===== src/rtl/rf_stack_pkg.sv =====
package rf_stack_pkg;
  localparam logic [7:0] OP_PUSH_DIR = 8'h70;
  localparam logic [7:0] OP_PUSH_IND = 8'h71;
  localparam logic [7:0] OP_POP_DIR  = 8'h50;
  localparam logic [7:0] OP_POP_IND  = 8'h51;
  localparam logic [7:0] OP_RETURN   = 8'hAF;

  typedef enum logic [1:0] {K_NONE, K_PUSH, K_POP, K_RET} op_kind_t;

  typedef enum logic [3:0] {
    S_IDLE, S_PTR_REQ, S_PTR_DAT, S_ACC_REQ, S_ACC_DAT,
    S_WRITE, S_RET_HI, S_RET_LO, S_RET_CAP
  } seq_state_t;
endpackage


===== src/rtl/rf_stack_decode.sv =====
module rf_stack_decode
  import rf_stack_pkg::*;
(
  input  logic [7:0] opcode,
  output op_kind_t   kind,
  output logic       indirect,
  output logic       valid
);
  always_comb begin
    kind     = K_NONE;
    indirect = 1'b0;
    unique case (opcode)
      OP_PUSH_DIR: kind = K_PUSH;
      OP_PUSH_IND: begin kind = K_PUSH; indirect = 1'b1; end
      OP_POP_DIR:  kind = K_POP;
      OP_POP_IND:  begin kind = K_POP;  indirect = 1'b1; end
      OP_RETURN:   kind = K_RET;
      default:     kind = K_NONE;
    endcase
    valid = (kind != K_NONE);
  end
endmodule


===== src/rtl/rf_stack_ptr.sv =====
module rf_stack_ptr #(
  parameter int W = 8,
  parameter logic [W-1:0] SP_RST = '0
) (
  input  logic         clk,
  input  logic         rst,
  input  logic         dec1,
  input  logic         inc1,
  input  logic         inc2,
  output logic [W-1:0] sp
);
  always_ff @(posedge clk) begin
    if (rst)       sp <= SP_RST;
    else if (dec1) sp <= sp - W'(1);
    else if (inc1) sp <= sp + W'(1);
    else if (inc2) sp <= sp + W'(2);
  end
endmodule


===== src/rtl/rf_stack_fsm.sv =====
module rf_stack_fsm
  import rf_stack_pkg::*;
#(
  parameter int W = 8,
  localparam int PCW = 2 * W
) (
  input  logic           clk,
  input  logic           rst,
  input  logic           start,
  input  op_kind_t       kind,
  input  logic           indirect,
  input  logic           valid,
  input  logic [W-1:0]   operand,
  input  logic [W-1:0]   rdata,
  input  logic [W-1:0]   sp,
  output logic           sp_dec1,
  output logic           sp_inc1,
  output logic           sp_inc2,
  output logic [W-1:0]   rf_addr,
  output logic           rf_re,
  output logic           rf_we,
  output logic [W-1:0]   rf_wdata,
  output logic [PCW-1:0] pc,
  output logic           pc_load,
  output logic           done
);
  seq_state_t   state;
  op_kind_t     kind_q;
  logic [W-1:0] tgt_q;
  logic [W-1:0] hi_q;

  assign sp_dec1 = (state == S_ACC_DAT) && (kind_q == K_PUSH);
  assign sp_inc1 = (state == S_ACC_DAT) && (kind_q == K_POP);
  assign sp_inc2 = (state == S_RET_CAP);

  always_ff @(posedge clk) begin
    if (rst) begin
      state    <= S_IDLE;
      kind_q   <= K_NONE;
      tgt_q    <= '0;
      hi_q     <= '0;
      rf_addr  <= '0;
      rf_re    <= 1'b0;
      rf_we    <= 1'b0;
      rf_wdata <= '0;
      pc       <= '0;
      pc_load  <= 1'b0;
      done     <= 1'b0;
    end else begin
      rf_re   <= 1'b0;
      rf_we   <= 1'b0;
      pc_load <= 1'b0;
      done    <= 1'b0;
      unique case (state)
        S_IDLE: if (start && valid) begin
          kind_q <= kind;
          tgt_q  <= operand;
          rf_re  <= 1'b1;
          if (kind == K_RET) begin
            rf_addr <= sp;
            state   <= S_RET_HI;
          end else if (indirect) begin
            rf_addr <= operand;
            state   <= S_PTR_REQ;
          end else begin
            rf_addr <= (kind == K_PUSH) ? operand : sp;
            state   <= S_ACC_REQ;
          end
        end
        S_PTR_REQ: state <= S_PTR_DAT;
        S_PTR_DAT: begin
          rf_re <= 1'b1;
          state <= S_ACC_REQ;
          if (kind_q == K_PUSH) begin
            rf_addr <= rdata;
          end else begin
            tgt_q   <= rdata;
            rf_addr <= sp;
          end
        end
        S_ACC_REQ: state <= S_ACC_DAT;
        S_ACC_DAT: begin
          rf_we    <= 1'b1;
          rf_wdata <= rdata;
          rf_addr  <= (kind_q == K_PUSH) ? sp - W'(1) : tgt_q;
          state    <= S_WRITE;
        end
        S_WRITE: begin
          done  <= 1'b1;
          state <= S_IDLE;
        end
        S_RET_HI: begin
          rf_addr <= sp + W'(1);
          rf_re   <= 1'b1;
          state   <= S_RET_LO;
        end
        S_RET_LO: begin
          hi_q  <= rdata;
          state <= S_RET_CAP;
        end
        S_RET_CAP: begin
          pc      <= {hi_q, rdata};
          pc_load <= 1'b1;
          done    <= 1'b1;
          state   <= S_IDLE;
        end
        default: state <= S_IDLE;
      endcase
    end
  end
endmodule


===== src/rtl/rf_stack_seq.sv =====
module rf_stack_seq
  import rf_stack_pkg::*;
#(
  parameter int W = 8,
  parameter logic [W-1:0] SP_RST = '0,
  localparam int PCW = 2 * W
) (
  input  logic           clk,
  input  logic           rst,
  input  logic           start_i,
  input  logic [7:0]     opcode_i,
  input  logic [W-1:0]   operand_i,
  input  logic [W-1:0]   rf_rdata_i,
  output logic [W-1:0]   rf_addr_o,
  output logic           rf_re_o,
  output logic           rf_we_o,
  output logic [W-1:0]   rf_wdata_o,
  output logic [W-1:0]   sp_o,
  output logic [PCW-1:0] pc_o,
  output logic           pc_load_o,
  output logic           done_o
);
  op_kind_t kind;
  logic     indirect, valid;
  logic     dec1, inc1, inc2;

  rf_stack_decode u_dec (
    .opcode(opcode_i), .kind(kind), .indirect(indirect), .valid(valid)
  );

  rf_stack_ptr #(.W(W), .SP_RST(SP_RST)) u_ptr (
    .clk(clk), .rst(rst), .dec1(dec1), .inc1(inc1), .inc2(inc2), .sp(sp_o)
  );

  rf_stack_fsm #(.W(W)) u_fsm (
    .clk(clk), .rst(rst), .start(start_i), .kind(kind), .indirect(indirect),
    .valid(valid), .operand(operand_i), .rdata(rf_rdata_i), .sp(sp_o),
    .sp_dec1(dec1), .sp_inc1(inc1), .sp_inc2(inc2),
    .rf_addr(rf_addr_o), .rf_re(rf_re_o), .rf_we(rf_we_o),
    .rf_wdata(rf_wdata_o), .pc(pc_o), .pc_load(pc_load_o), .done(done_o)
  );
endmodule


===== config.mk =====
export PLATFORM = sky130hd
export DESIGN_NAME = rf_stack_seq
export DESIGN_NICKNAME = d
export VERILOG_FILES = /design/src/rtl/rf_stack_pkg.sv /design/src/rtl/rf_stack_decode.sv /design/src/rtl/rf_stack_ptr.sv /design/src/rtl/rf_stack_fsm.sv /design/src/rtl/rf_stack_seq.sv
export SDC_FILE = /design/constraint.sdc
export NUM_CORES = 1
export LEC_CHECK = 0
export BUFFER_PORTS_ARGS = -buffer_cell sky130_fd_sc_hd__buf_2
export CAP_MARGIN = 40
export CORE_MARGIN = 3
export CORE_UTILIZATION = 40
export CTS_BUF_LIST = sky130_fd_sc_hd__clkbuf_4
export CTS_CLUSTER_SIZE = 8
export DETAILED_ROUTE_END_ITERATION = 7
export HOLD_SLACK_MARGIN = 0.1
export PLACE_DENSITY = 0.73
export SLEW_MARGIN = 15
export SYNTH_ARGS = -nofsm -noshare
export SYNTH_HDL_FRONTEND = slang
export SYNTH_SLANG_ARGS = --single-unit

===== constraint.sdc =====
create_clock -name clk -period 3.04 [get_ports clk]
set_clock_uncertainty 0.15 [all_clocks]
set_input_delay 0.76 -clock clk [delete_from_list [all_inputs] [get_ports clk]]
set_output_delay 0.76 -clock clk [all_outputs]
set_load 0.01 [all_outputs]

# == Word level (Yosys, flattened, before mapping) ==
# Cells that the tools add are included.
# totals
out_inout_bits,44
word_cells,74
input_bits,27
ff_bits,66
# op_classes
eq_ne,19
n_mux,24
n_addsub,3
reduce_logical,16
# ops
op,count
$mux W8,11
$eq A8 B7 Y1 const B,4
$pmux W8 S4,1
$pmux W4 S7,1
$eq A4 B3 Y1 const B,4
$pmux W8 S2,1
$reduce_or A2 Y1,5
$add A8 B1 Y8 const B,1
$add A8 B2 Y8 const B,1
$eq A4 B2 Y1 const B,2
$eq A8 B8 Y1 const B,1
$mux W4,2
$sub A8 B1 Y8 const B,1
$pmux W2 S3,1
$mux W1,5
$eq A2 B1 Y1 const B,2
$eq A2 B2 Y1 const B,2
$eq A4 B1 Y1 const B,1
$eq A4 B4 Y1 const B,1
$logic_not A4 Y1,1
$reduce_and A2 Y1,2
$reduce_bool A2 Y1,2
$reduce_bool A4 Y1,1
$logic_and A1 B1 Y1,3
other kinds (6),6

# == Logic depth before layout (Yosys ltp) ==
# Gate-level depths: netlist (run 1).
# depth
word_depth,9
mapped_depth,8
mapped_depth_nobuf,7

# == By module ==
# Synthesis (run 1) repeated with hierarchy kept, for this count alone.
# hier_totals
cells_unflattened,451
area_unflattened_um2,3589.7
# modules_own_cells
mod,cells_per_inst,seq_area_each_um2,instances,area_each_um2
rf_stack_fsm,368,1161.1,1,2902.8
rf_stack_ptr,71,160.2,1,611.8
rf_stack_decode,12,0.0,1,75.1

# == Least setup slack after synthesis (run 1) ==
# Ideal clock, no wire load.
# synth_timing
kind,input to register
startpoint,input opcode_i[1]
endpoint,register u_fsm.rf_addr[5]
setup_ps,150
setup_slack_ps,415
arrival_ps,2325
path_buffers,1
cell_stages,6
path_cell_list,or4b_4 -> nor3_1 -> buf_2 -> o21ai_0 -> a2111oi_0 -> a311oi_1
# synth_via
elab_chain_len,9
elab_cells_between_ends,21
# synth_lines
element,line_no,text
"start, declared",rf_stack_seq.sv:11,"input logic [7:0] opcode_i,"
$eq A8 B7 Y1,rf_stack_decode.sv:12,unique case (opcode)
$reduce_or A2 Y1 (no source line),-,
$pmux W2 S3,rf_stack_decode.sv:12,
$eq A2 B1 Y1,rf_stack_fsm.sv:66,rf_addr <= (kind == K_PUSH) ? operand : sp;
$mux W8,rf_stack_fsm.sv:66,
$mux W8,rf_stack_fsm.sv:62,end else if (indirect) begin
$mux W8,rf_stack_fsm.sv:59,if (kind == K_RET) begin
$mux W8,rf_stack_fsm.sv:55,S_IDLE: if (start && valid) begin
$pmux W8 S4,rf_stack_fsm.sv:54,unique case (state)
"end signal, assigned",rf_stack_fsm.sv:60,rf_addr <= sp;
"end signal, assigned",rf_stack_fsm.sv:63,rf_addr <= operand;
"end signal, assigned",rf_stack_fsm.sv:66,
"end, declared",rf_stack_fsm.sv:19,"output logic [W-1:0] rf_addr,"
# Parallel ways exist; a longest one is shown, timed or not. The select of a mux whose other input is x is not followed.
# A chain may end at the register's enable or synchronous reset.

# == Worst setup path after layout (run 1) ==
# layout_timing
startpoint,register u_fsm.state[1]
endpoint,register u_ptr.sp[4]
# layout_via
elab_chain_len,4
elab_cells_between_ends,7
# layout_lines
element,line_no,text
"start, declared",rf_stack_fsm.sv:27,seq_state_t state;
"start signal, assigned",rf_stack_fsm.sv:38,state <= S_IDLE;
"start signal, assigned",rf_stack_fsm.sv:61,state <= S_RET_HI;
"start signal, assigned",rf_stack_fsm.sv:64,state <= S_PTR_REQ;
$eq A4 B3 Y1,"rf_stack_fsm.sv:32, rf_stack_fsm.sv:33",
$logic_and A1 B1 Y1,rf_stack_fsm.sv:33,assign sp_inc1 = (state == S_ACC_DAT) && (kind_q == K_POP);
$mux W8,rf_stack_ptr.sv:15,else if (inc1) sp <= sp + W'(1);
$mux W8,rf_stack_ptr.sv:14,else if (dec1) sp <= sp - W'(1);
"end signal, assigned",rf_stack_ptr.sv:14,
"end signal, assigned",rf_stack_ptr.sv:15,
"end signal, assigned",rf_stack_ptr.sv:16,else if (inc2) sp <= sp + W'(2);
"end, declared",rf_stack_ptr.sv:10,output logic [W-1:0] sp
# Parallel ways exist; a longest one is shown, timed or not.

==> flow_metrics.env, run 1 <==
export IMPL_status="finished, final reports clean"
export IMPL_postSynthNetCount=515
export IMPL_async_flop_share_pct=0
export IMPL_hold_depth=2
export IMPL_ctsHoldBuffers=0
export IMPL_drt_total_wl_um=11420
export IMPL_synth_top_area_cell="dfxtp_1"
export IMPL_cts_setup_buffers=0
export IMPL_die_h_um=100.8
export IMPL_dr_pass1_iters=6
export IMPL_avgSynthCellArea_um2=7.440
export IMPL_numPortBuffers=70
export IMPL_grt_antenna_before_repair=0
export IMPL_grt_overflow_total=0
export IMPL_cp_arrival_ns=2.82
export IMPL_wl_per_cell_um=17.35
export IMPL_floorplan_initialDensity_pct=42.45
export IMPL_syn_area_um2=3593
export IMPL_die_width_um=100.8
export IMPL_num_rows=33
export IMPL_clock_latency_ns=0.42
export IMPL_cts_path_max_buffers=2
export IMPL_grt_usage_pct=22.73
export IMPL_gp_congestion=0.8899
export IMPL_utilization_pct=50.33
export IMPL_finalCritPeriodShare_pct=87.32
export IMPL_cts_tree="yes"
export IMPL_setup_viol=0
export IMPL_clock_sinks=66
export IMPL_area_delta_synth_final_pct=18.56
export IMPL_power_density_nw_per_um2=392.5
export IMPL_cp_max_fo=18
export IMPL_nets=580
export IMPL_reg2reg_slack_ns=0.39
export IMPL_seq_area_frac_synth_pct=36.77
export IMPL_core_um2=8464
export IMPL_p_leak_nw=1.644
export IMPL_maxCapViolations=0
export IMPL_layout_drive_gt1_share_pct=22.42
export IMPL_cts_buffers_inserted=9
export IMPL_holdCritPathClass="reg2reg"
export IMPL_reg2reg_to="u_ptr.sp[4]$_SDFFE_PP0P_"
export IMPL_ir_drop_uv=383.2
export IMPL_root_buffer="clkbuf_4"
export IMPL_synth_edf_count=0
export IMPL_via_per_inst=5.850
export IMPL_tightest_slew_ns=0.8826
export IMPL_ys_types=55
export IMPL_r2r_cells=6
export IMPL_whs_ns=0.3092
export IMPL_end_kind="flip-flop"
export IMPL_cp_start_kind="flip-flop"
export IMPL_yosysTopAreaCellShare_pct=36.77
export IMPL_slew_viol_final=0
export IMPL_rsz0062_at_grt="false"
export IMPL_via_count=3849
export IMPL_clk_pin_slew_ns=0.14
export IMPL_first_global_vias=3583
export IMPL_layout_min_cycle_time_ns=2.655
export IMPL_dp_cells=642
export IMPL_drtAntennaViolNets=0
export IMPL_hold_viol_final=0
export IMPL_ios=71
export IMPL_hpwlAfterDp_um=8202
export IMPL_max_slew_margin_pct=41.16
export IMPL_dieArea_um2=10160
export IMPL_ys_ff_latch=66
export IMPL_n_antenna_cell=0
export IMPL_required_ns=3.20
export IMPL_h_tree_depth=3
export IMPL_worstHoldStart="u_fsm.pc[7]$_SDFFE_PP0P_"
export IMPL_first_iter_violations=427
export IMPL_fin_cells=658
export IMPL_grt_max_degree=45
export IMPL_grt_pass1_wl_um=18260
export IMPL_r2r_start="u_fsm.state[1]$_SDFFE_PP0P_"
export IMPL_ctsResizeCount=0
export IMPL_min_to="u_fsm.pc[7]$_SDFFE_PP0P_"
export IMPL_finalSetupTns_ns=0
export IMPL_nFillCells=829
export IMPL_critPathKind="reg2reg"
export IMPL_synthCells=483
export IMPL_max_freq_ghz=0.3767
export IMPL_ys_flop_type="dfxtp_1"
export IMPL_yosysWarnings=0
export IMPL_synth_area_leaders="dfxtp_1, nand2_1, a21oi_1"
export IMPL_drc=0
kinds of logic after synthesis:
group                      share of synthesized area, %
and+or+nand+nor                                   27.65
muxes                                             2.437
xor gates and xnor gates                          2.193
buffers and inverters                             5.258
adders and majority gates                         1.741
AOI/OAI and AO/OA                                 23.96
DFF                                               36.77
worst max-delay path: stages, from the launching register on:
cell	delay (ns)
dfxtp_1	0.68
nor4b_2	0.14
buf_12	0.18
a21oi_1	0.69
nor3_1	0.16
o211a_1	0.26
a2111oi_1	0.29
stage by stage:
stage               setup WS [ns]  power (mW)  cell area, um^2
CTS                        0.4480       1.684             4260
finish                     0.3855       1.672             4260
detailed placement         0.1928       1.040             4109
floorplan                  0.4152      0.9783             3593
global route               0.2107       1.733             4260
global placement           0.2782       1.037             4109
sequential cells by signal (all words and copies together), names as in the netlist:
name / cells
u_fsm.done: 1
u_fsm.state: 4
u_fsm.tgt_q: 8
u_fsm.rf_wdata: 8
u_fsm.rf_addr: 8
u_fsm.kind_q: 2
u_fsm.hi_q: 8
u_ptr.sp: 8
u_fsm.pc_load: 1
u_fsm.rf_we: 1
u_fsm.rf_re: 1
u_fsm.pc: 16
layout by cell type (no fill, tap or decap), types with 9 or more instances in the layout:
cell	instances
o21ai_0	22
nor2_1	38
buf_2	70
dfxtp_1	66
buf_4	20
nor3_1	21
a21oi_1	59
a311oi_1	19
nand3_1	9
nor2b_1	9
nand2_1	109
clkbuf_4	9
how the worst max path moves through the flow:
stage                                start                       endpoint  slack, ns
2_1_floorplan                  opcode_i[1]  u_fsm.rf_addr[5]$_SDFFE_PP0P_       0.42
3_3_place_gp                   opcode_i[1]    u_fsm.tgt_q[1]$_SDFFE_PP0P_       0.28
3_5_place_dp                   opcode_i[1]    u_fsm.tgt_q[5]$_SDFFE_PP0P_       0.19
4_1_cts        u_fsm.state[1]$_SDFFE_PP0P_  u_fsm.rf_addr[2]$_SDFFE_PP0P_       0.45
5_1_grt        u_fsm.state[1]$_SDFFE_PP0P_       u_ptr.sp[4]$_SDFFE_PP0P_       0.21
6_report       u_fsm.state[1]$_SDFFE_PP0P_       u_ptr.sp[4]$_SDFFE_PP0P_       0.39
area by class of cell:
type,count,area (um^2),share of cell area (%)
Clock buffer,9,67.56,1.586
Clock inverter,7,83.83,1.968
Inverter,7,26.28,0.6167
Multi-Input combinational cell,372,2090,49.05
Sequential cell,66,1321,31.01
Tap cell,105,131.4,3.084
Timing Repair Buffer,92,540.5,12.69
report_power, final:
part / switching (mW) / internal (mW)
combinational: 0.0821 / 0.0495
sequential: 0.0147 / 0.876
clock: 0.384 / 0.266
metal layers:
layer	global-route usage [%]	routed length [um]	up-vias
met5	0	0	-
met4	8.394	237	0
met3	3.945	931	27
met2	35.24	5120	197
met1	31.53	5125	1785
li1	-	-	1840
cell usage after synthesis (2+ instances only):
cell / count
nand3_1: 9
mux2i_1: 2
nand2b_1: 5
clkbuf_1: 28
a21boi_0: 2
a211oi_1: 3
ha_1: 5
dfxtp_1: 66
a311oi_1: 19
or3_1: 3
mux2_2: 6
xnor2_1: 5
nor3_1: 21
a2111oi_0: 5
inv_1: 7
buf_2: 7
o211ai_1: 3
a22oi_1: 2
or2_2: 2
and2_1: 2
and3_1: 5
a21oi_1: 59
a31oi_1: 5
nor2b_1: 9
nor4bb_1: 2
o21ai_0: 22
nand2_1: 109
o2111ai_1: 2
o31ai_1: 2
xor2_1: 4
nor2_1: 38
Power figures use the tool's default switching activity.
==> run 2, diff against run 1 <==
--- a/config.mk
+++ b/config.mk
@@ -5,6 +5,7 @@
 export SDC_FILE = /design/constraint.sdc
 export NUM_CORES = 1
 export LEC_CHECK = 0
+export ABC_AREA = 1
 export BUFFER_PORTS_ARGS = -buffer_cell sky130_fd_sc_hd__buf_2
 export CAP_MARGIN = 40
 export CORE_MARGIN = 3
==> flow_metrics.env, run 2 <==
export IMPL_layout_drive_gt1_share_pct=17.06
export IMPL_ir_drop_uv=156.5
export IMPL_cts_buffers_inserted=9
export IMPL_first_iter_violations=215
export IMPL_die_width_um=100.5
export IMPL_synth_area_leaders="dfxtp_1, nand2_1, nor2_1"
export IMPL_dr_pass1_iters=5
export IMPL_numPortBuffers=70
export IMPL_synth_mux_area_share_pct=0
export IMPL_cp_start_kind="flip-flop"
export IMPL_drtAntennaViolNets=0
export IMPL_hold_viol_final=0
export IMPL_clock_latency_ns=0.41
export IMPL_grt_overflow_total=0
export IMPL_root_buffer="clkbuf_4"
export IMPL_utilization_pct=48.69
export IMPL_floorplan_initialDensity_pct=42.36
export IMPL_n_antenna_cell=0
export IMPL_place_ws_ns=0.6063
export IMPL_setup_viol=0
export IMPL_hpwlAfterDp_um=7795
export IMPL_ys_ff_latch=66
export IMPL_clock_sinks=66
export IMPL_ys_flop_type="dfxtp_1"
export IMPL_postSynthNetCount=596
export IMPL_place_area_um2=3988
export IMPL_synthXorXnorAreaFrac_pct=1.227
export IMPL_max_slew_margin_pct=51.44
export IMPL_grt_usage_pct=20.71
export IMPL_layout_common_cells="nand2_1, nor2_1, buf_2, o21ai_0, dfxtp_1"
export IMPL_synth_top_area_cell="dfxtp_1"
export IMPL_gp_congestion=0.9447
export IMPL_worst_slack_ns=0.6836
export IMPL_via_per_inst=5.123
export IMPL_wl_per_cell_um=13.99
export IMPL_largest_register_ffs=16
export IMPL_synthSimpleGateAreaFrac_pct=34.22
export IMPL_cp_max_fo=15
export IMPL_regMostFlops="u_fsm.pc"
export IMPL_nets=660
export IMPL_slew_viol_final=0
export IMPL_first_global_vias=3434
export IMPL_syn_area_um2=3568
export IMPL_layout_commonest_cell="nand2_1"
export IMPL_finalCritPeriodShare_pct=77.51
export IMPL_die_h_um=100.5
export IMPL_tightest_slew_ns=0.7257
export IMPL_area_delta_synth_final_pct=14.94
export IMPL_cts_setup_buffers=0
export IMPL_grt_antenna_before_repair=0
export IMPL_via_count=3781
export IMPL_power_mw=1.748
export IMPL_grt_max_degree=49
export IMPL_final_area_um2=4101
export IMPL_num_rows=33
export IMPL_ys_types=28
export IMPL_core_um2=8423
export IMPL_ctsHoldBuffers=0
export IMPL_ctsResizeCount=0
export IMPL_synth_common_cells="nand2_1, nor2_1, o21ai_0"
export IMPL_grt_pass1_wl_um=16680
export IMPL_clk_pin_slew_ns=0.11
export IMPL_synthAdderAreaFrac_pct=1.753
export IMPL_cts_path_max_buffers=2
export IMPL_cp_arrival_ns=2.52
export IMPL_maxCapViolations=0
export IMPL_synth_edf_count=0
export IMPL_synth_top_family_by_area="simple AND/OR/NAND/NOR gates"
export IMPL_critPathKind="reg2reg"
export IMPL_layout_min_cycle_time_ns=2.356
export IMPL_synth_compound_area_share_pct=16.94
export IMPL_end_kind="flip-flop"
export IMPL_synth_most_common_cell="nand2_1"
export IMPL_h_tree_depth=3
export IMPL_dieArea_um2=10090
export IMPL_async_flop_share_pct=0
export IMPL_rsz0062_at_grt="false"
export IMPL_power_density_nw_per_um2=426.1
export IMPL_status="finished, final reports clean"
export IMPL_drc=0
export IMPL_drt_total_wl_um=10330
export IMPL_max_freq_ghz=0.4244
export IMPL_finalSetupTns_ns=0
export IMPL_cts_tree="yes"
export IMPL_ios=71
export IMPL_seq_area_frac_synth_pct=37.03
export IMPL_yosysTopAreaCellShare_pct=37.03
export IMPL_avgSynthCellArea_um2=6.327
export IMPL_yosysWarnings=0
export IMPL_holdCritPathClass="reg2reg"
export IMPL_required_ns=3.20
export IMPL_p_leak_nw=2.090
export IMPL_synthCells=564
==> run 2: worst max-delay path, stage by stage, from the launching register on <==
cell     delay (ns)
dfxtp_1        0.40
nor2_4         0.20
inv_2          0.07
nor2_4         0.32
nand3_2        0.32
nand3_1        0.44
inv_1          0.15
nor2_1         0.13
a21oi_1        0.08
==> run 2: report_power, final <==
group          internal [mW]  leakage, nW  switching (mW)
Combinational          0.106         1.50           0.201
Clock                  0.182       0.0565           0.318
Sequential             0.913        0.533          0.0283
==> run 2: layout make-up <==
| type | count | area (um^2) |
|---|---|---|
| Clock buffer | 11 | 82.58 |
| Multi-Input combinational cell | 420 | 1932 |
| Fill cell | 923 | 4322 |
| Sequential cell | 66 | 1321 |
| Timing Repair Buffer | 73 | 385.4 |
| Clock inverter | 5 | 31.28 |
| Tap cell | 105 | 131.4 |
| Inverter | 58 | 217.7 |
==> run 2: kinds of logic after synthesis <==
| logic type | count (synthesis) |
|---|---|
| AOI/OAI and AO/OA | 116 |
| xor gates and xnor gates | 5 |
| adders and majority gates | 5 |
| buffers and inverters | 78 |
| DFF | 66 |
| and+or+nand+nor | 294 |
==> run 2: worst paths after layout <==
check             cells after the start                   startpoint  slack [ns]                        end
setup / recovery                      8  u_fsm.state[0]$_SDFFE_PP0P_        0.68   u_ptr.sp[3]$_SDFFE_PP0P_
hold reg to reg                       2    u_fsm.pc[10]$_SDFFE_PP0P_        0.34  u_fsm.pc[10]$_SDFFE_PP0P_
setup reg to reg                      8  u_fsm.state[0]$_SDFFE_PP0P_        0.68   u_ptr.sp[3]$_SDFFE_PP0P_
hold / removal                        2    u_fsm.pc[10]$_SDFFE_PP0P_        0.34  u_fsm.pc[10]$_SDFFE_PP0P_
==> run 2: layer usage <==
layer	wire length (um)	vias to the layer above	global-route usage [%]
li1	-	1939	-
met1	4666	1703	26.77
met2	4938	125	34.40
met3	531	14	3.322
met4	189	0	8.394
met5	0	-	0
==> run 2: stage by stage <==
step / std cells / hold slack (ns)
final: 738 / 0.3361
after CTS: 738 / 0.3403
after global placement: 722 / 0.3065
after global routing: 738 / 0.3641
after detailed placement: 722 / 0.3175
after floorplan: 564 / 0.3203
==> run 3, diff against run 2 <==
==> constraint.sdc (replaced) <==
create_clock -name clk -period 2.25 [get_ports clk]
set_clock_uncertainty 0.15 [all_clocks]
set_input_delay 0.5625 -clock clk [delete_from_list [all_inputs] [get_ports clk]]
set_output_delay 0.5625 -clock clk [all_outputs]
set_load 0.01 [all_outputs]
==> flow_metrics.env, run 3 (synthesis results as in run 2) <==
export IMPL_status="finished, final reports clean"
export IMPL_reg2reg_slack_ns=0.27
export IMPL_n_antenna_cell=0
export IMPL_floorplan_initialDensity_pct=42.36
export IMPL_cp_max_fo=9
export IMPL_cts_tree="yes"
export IMPL_largest_register_ffs=16
export IMPL_ctsResizeCount=0
export IMPL_dr_pass1_iters=5
export IMPL_grt_usage_pct=20.84
export IMPL_nFillCells=867
export IMPL_max_slew_margin_pct=63.69
export IMPL_grt_overflow_total=0
export IMPL_layout_drive_gt1_share_pct=18.89
export IMPL_hpwlAfterDp_um=7845
export IMPL_ios=71
export IMPL_clkPwrFrac_pct=32.4
export IMPL_clk_pin_slew_ns=0.13
export IMPL_worstHoldStart="rst"
export IMPL_grtUsageMet1_pct=26.53
export IMPL_grtUsageMet3_pct=4.775
export IMPL_core_um2=8423
export IMPL_drc=0
export IMPL_finalCritPeriodShare_pct=88.07
export IMPL_clock_latency_ns=0.42
export IMPL_slew_viol_final=0
export IMPL_grt_max_degree=49
export IMPL_setup_viol=0
export IMPL_p_switching_uw=796.9
export IMPL_layout_commonest_cell="nand2_1"
export IMPL_grt_antenna_before_repair=0
export IMPL_regMostFlops="u_fsm.pc"
export IMPL_holdCritPathClass="in2reg"
export IMPL_nets=673
export IMPL_cp_start_kind="flip-flop"
export IMPL_die_width_um=100.5
export IMPL_area_delta_synth_final_pct=18.51
export IMPL_first_iter_violations=248
export IMPL_end_kind="flip-flop"
export IMPL_clock_sinks=66
export IMPL_via_per_inst=5.120
export IMPL_grt_pass1_wl_um=16990
export IMPL_die_h_um=100.5
export IMPL_maxCapViolations=0
export IMPL_ir_drop_uv=272.6
export IMPL_cts_buffers_inserted=9
export IMPL_root_buffer="clkbuf_4"
export IMPL_crit_start="u_ptr.sp[1]$_SDFFE_PP0P_"
export IMPL_finalSetupTns_ns=0
export IMPL_max_freq_ghz=0.5046
export IMPL_required_ns=2.41
export IMPL_num_rows=33
export IMPL_drt_total_wl_um=10160
export IMPL_critPathKind="reg2reg"
export IMPL_utilization_pct=50.21
export IMPL_wl_per_cell_um=13.52
export IMPL_grt_busiest_layer="met2"
export IMPL_drtAntennaViolNets=0
export IMPL_rsz0062_at_grt="false"
export IMPL_r2r_start="u_ptr.sp[1]$_SDFFE_PP0P_"
export IMPL_numPortBuffers=70
export IMPL_cts_path_max_buffers=2
export IMPL_layout_common_cells="nand2_1, nor2_1, buf_2, o21ai_0, dfxtp_1"
export IMPL_layout_min_cycle_time_ns=1.982
export IMPL_ctsHoldBuffers=0
export IMPL_gp_congestion=0.9313
export IMPL_h_tree_depth=3
export IMPL_p_leak_nw=2.174
export IMPL_power_density_nw_per_um2=597.9
export IMPL_via_count=3845
export IMPL_met2_usage_pct=34.96
export IMPL_tightest_slew_ns=0.5440
export IMPL_switching_share_pct=31.52
export IMPL_p_comb_share_pct=17.2
export IMPL_first_global_vias=3548
export IMPL_dieArea_um2=10090
export IMPL_p_seq_share_pct=50.4
export IMPL_p_int_mw=1.732
export IMPL_cts_setup_buffers=0
export IMPL_hold_viol_final=0
export IMPL_cp_arrival_ns=2.14
[run 3: critical path: stages (launching register included)]
cell	delay, ns
dfxtp_1	0.53
inv_1	0.14
ha_1	0.21
nand2_1	0.10
nand2_1	0.08
nor2_1	0.16
nand2_1	0.07
nand3_1	0.15
nand4_1	0.11
nor2_1	0.14
nor2_1	0.05
[run 3: power groups by stage]
stage / sequential (mW) / combinational (mW) / clock (mW)
floorplan: 1.31 / 0.264 / 0
global placement: 1.30 / 0.429 / 0
detailed placement: 1.30 / 0.432 / 0
CTS: 1.28 / 0.434 / 0.842
global route: 1.28 / 0.495 / 0.898
finish: 1.27 / 0.435 / 0.820
[run 3: per-stage QoR]
| stage | setup slack [ns] | instance area, um^2 | power (mW) | std cells | hold slack [ns] |
|---|---|---|---|---|---|
| 2_1_floorplan | 0.4005 | 3568 | 1.576 | 564 | 0.3203 |
| 3_3_place_gp | 0.3011 | 4085 | 1.730 | 735 | 0.3072 |
| 3_5_place_dp | 0.2581 | 4085 | 1.733 | 735 | 0.3176 |
| 4_1_cts | 0.2995 | 4229 | 2.552 | 751 | 0.1923 |
| 5_1_grt | 0.05166 | 4229 | 2.677 | 751 | 0.1935 |
| 6_report | 0.2683 | 4229 | 2.529 | 751 | 0.2182 |
[run 3: cell type report]
cell class | count | area [um^2] | area share, %
flip-flops and latches | 66 | 1321 | 31.24
multi-input cells | 420 | 1932 | 45.68
inverters | 58 | 217.7 | 5.148
clock inverters | 7 | 76.32 | 1.805
clock buffers | 9 | 67.56 | 1.598
well taps | 105 | 131.4 | 3.107
repair buffers | 86 | 483.0 | 11.42
[run 3: worst paths after layout]
check	endpoint	depth (start not counted)
max	u_fsm.rf_addr[5]$_SDFFE_PP0P_	10
min	u_fsm.state[3]$_SDFFE_PP0P_	2
max reg2reg	u_fsm.rf_addr[5]$_SDFFE_PP0P_	10
min reg2reg	u_fsm.pc[0]$_SDFFE_PP0P_	2
[run 3: metal layers]
metal / part of all wire (%) / up-vias
met5: 0 / -
met1: 44 / 1720
met4: 1.4 / 0
met2: 48 / 147
met3: 7.4 / 12
li1: - / 1966
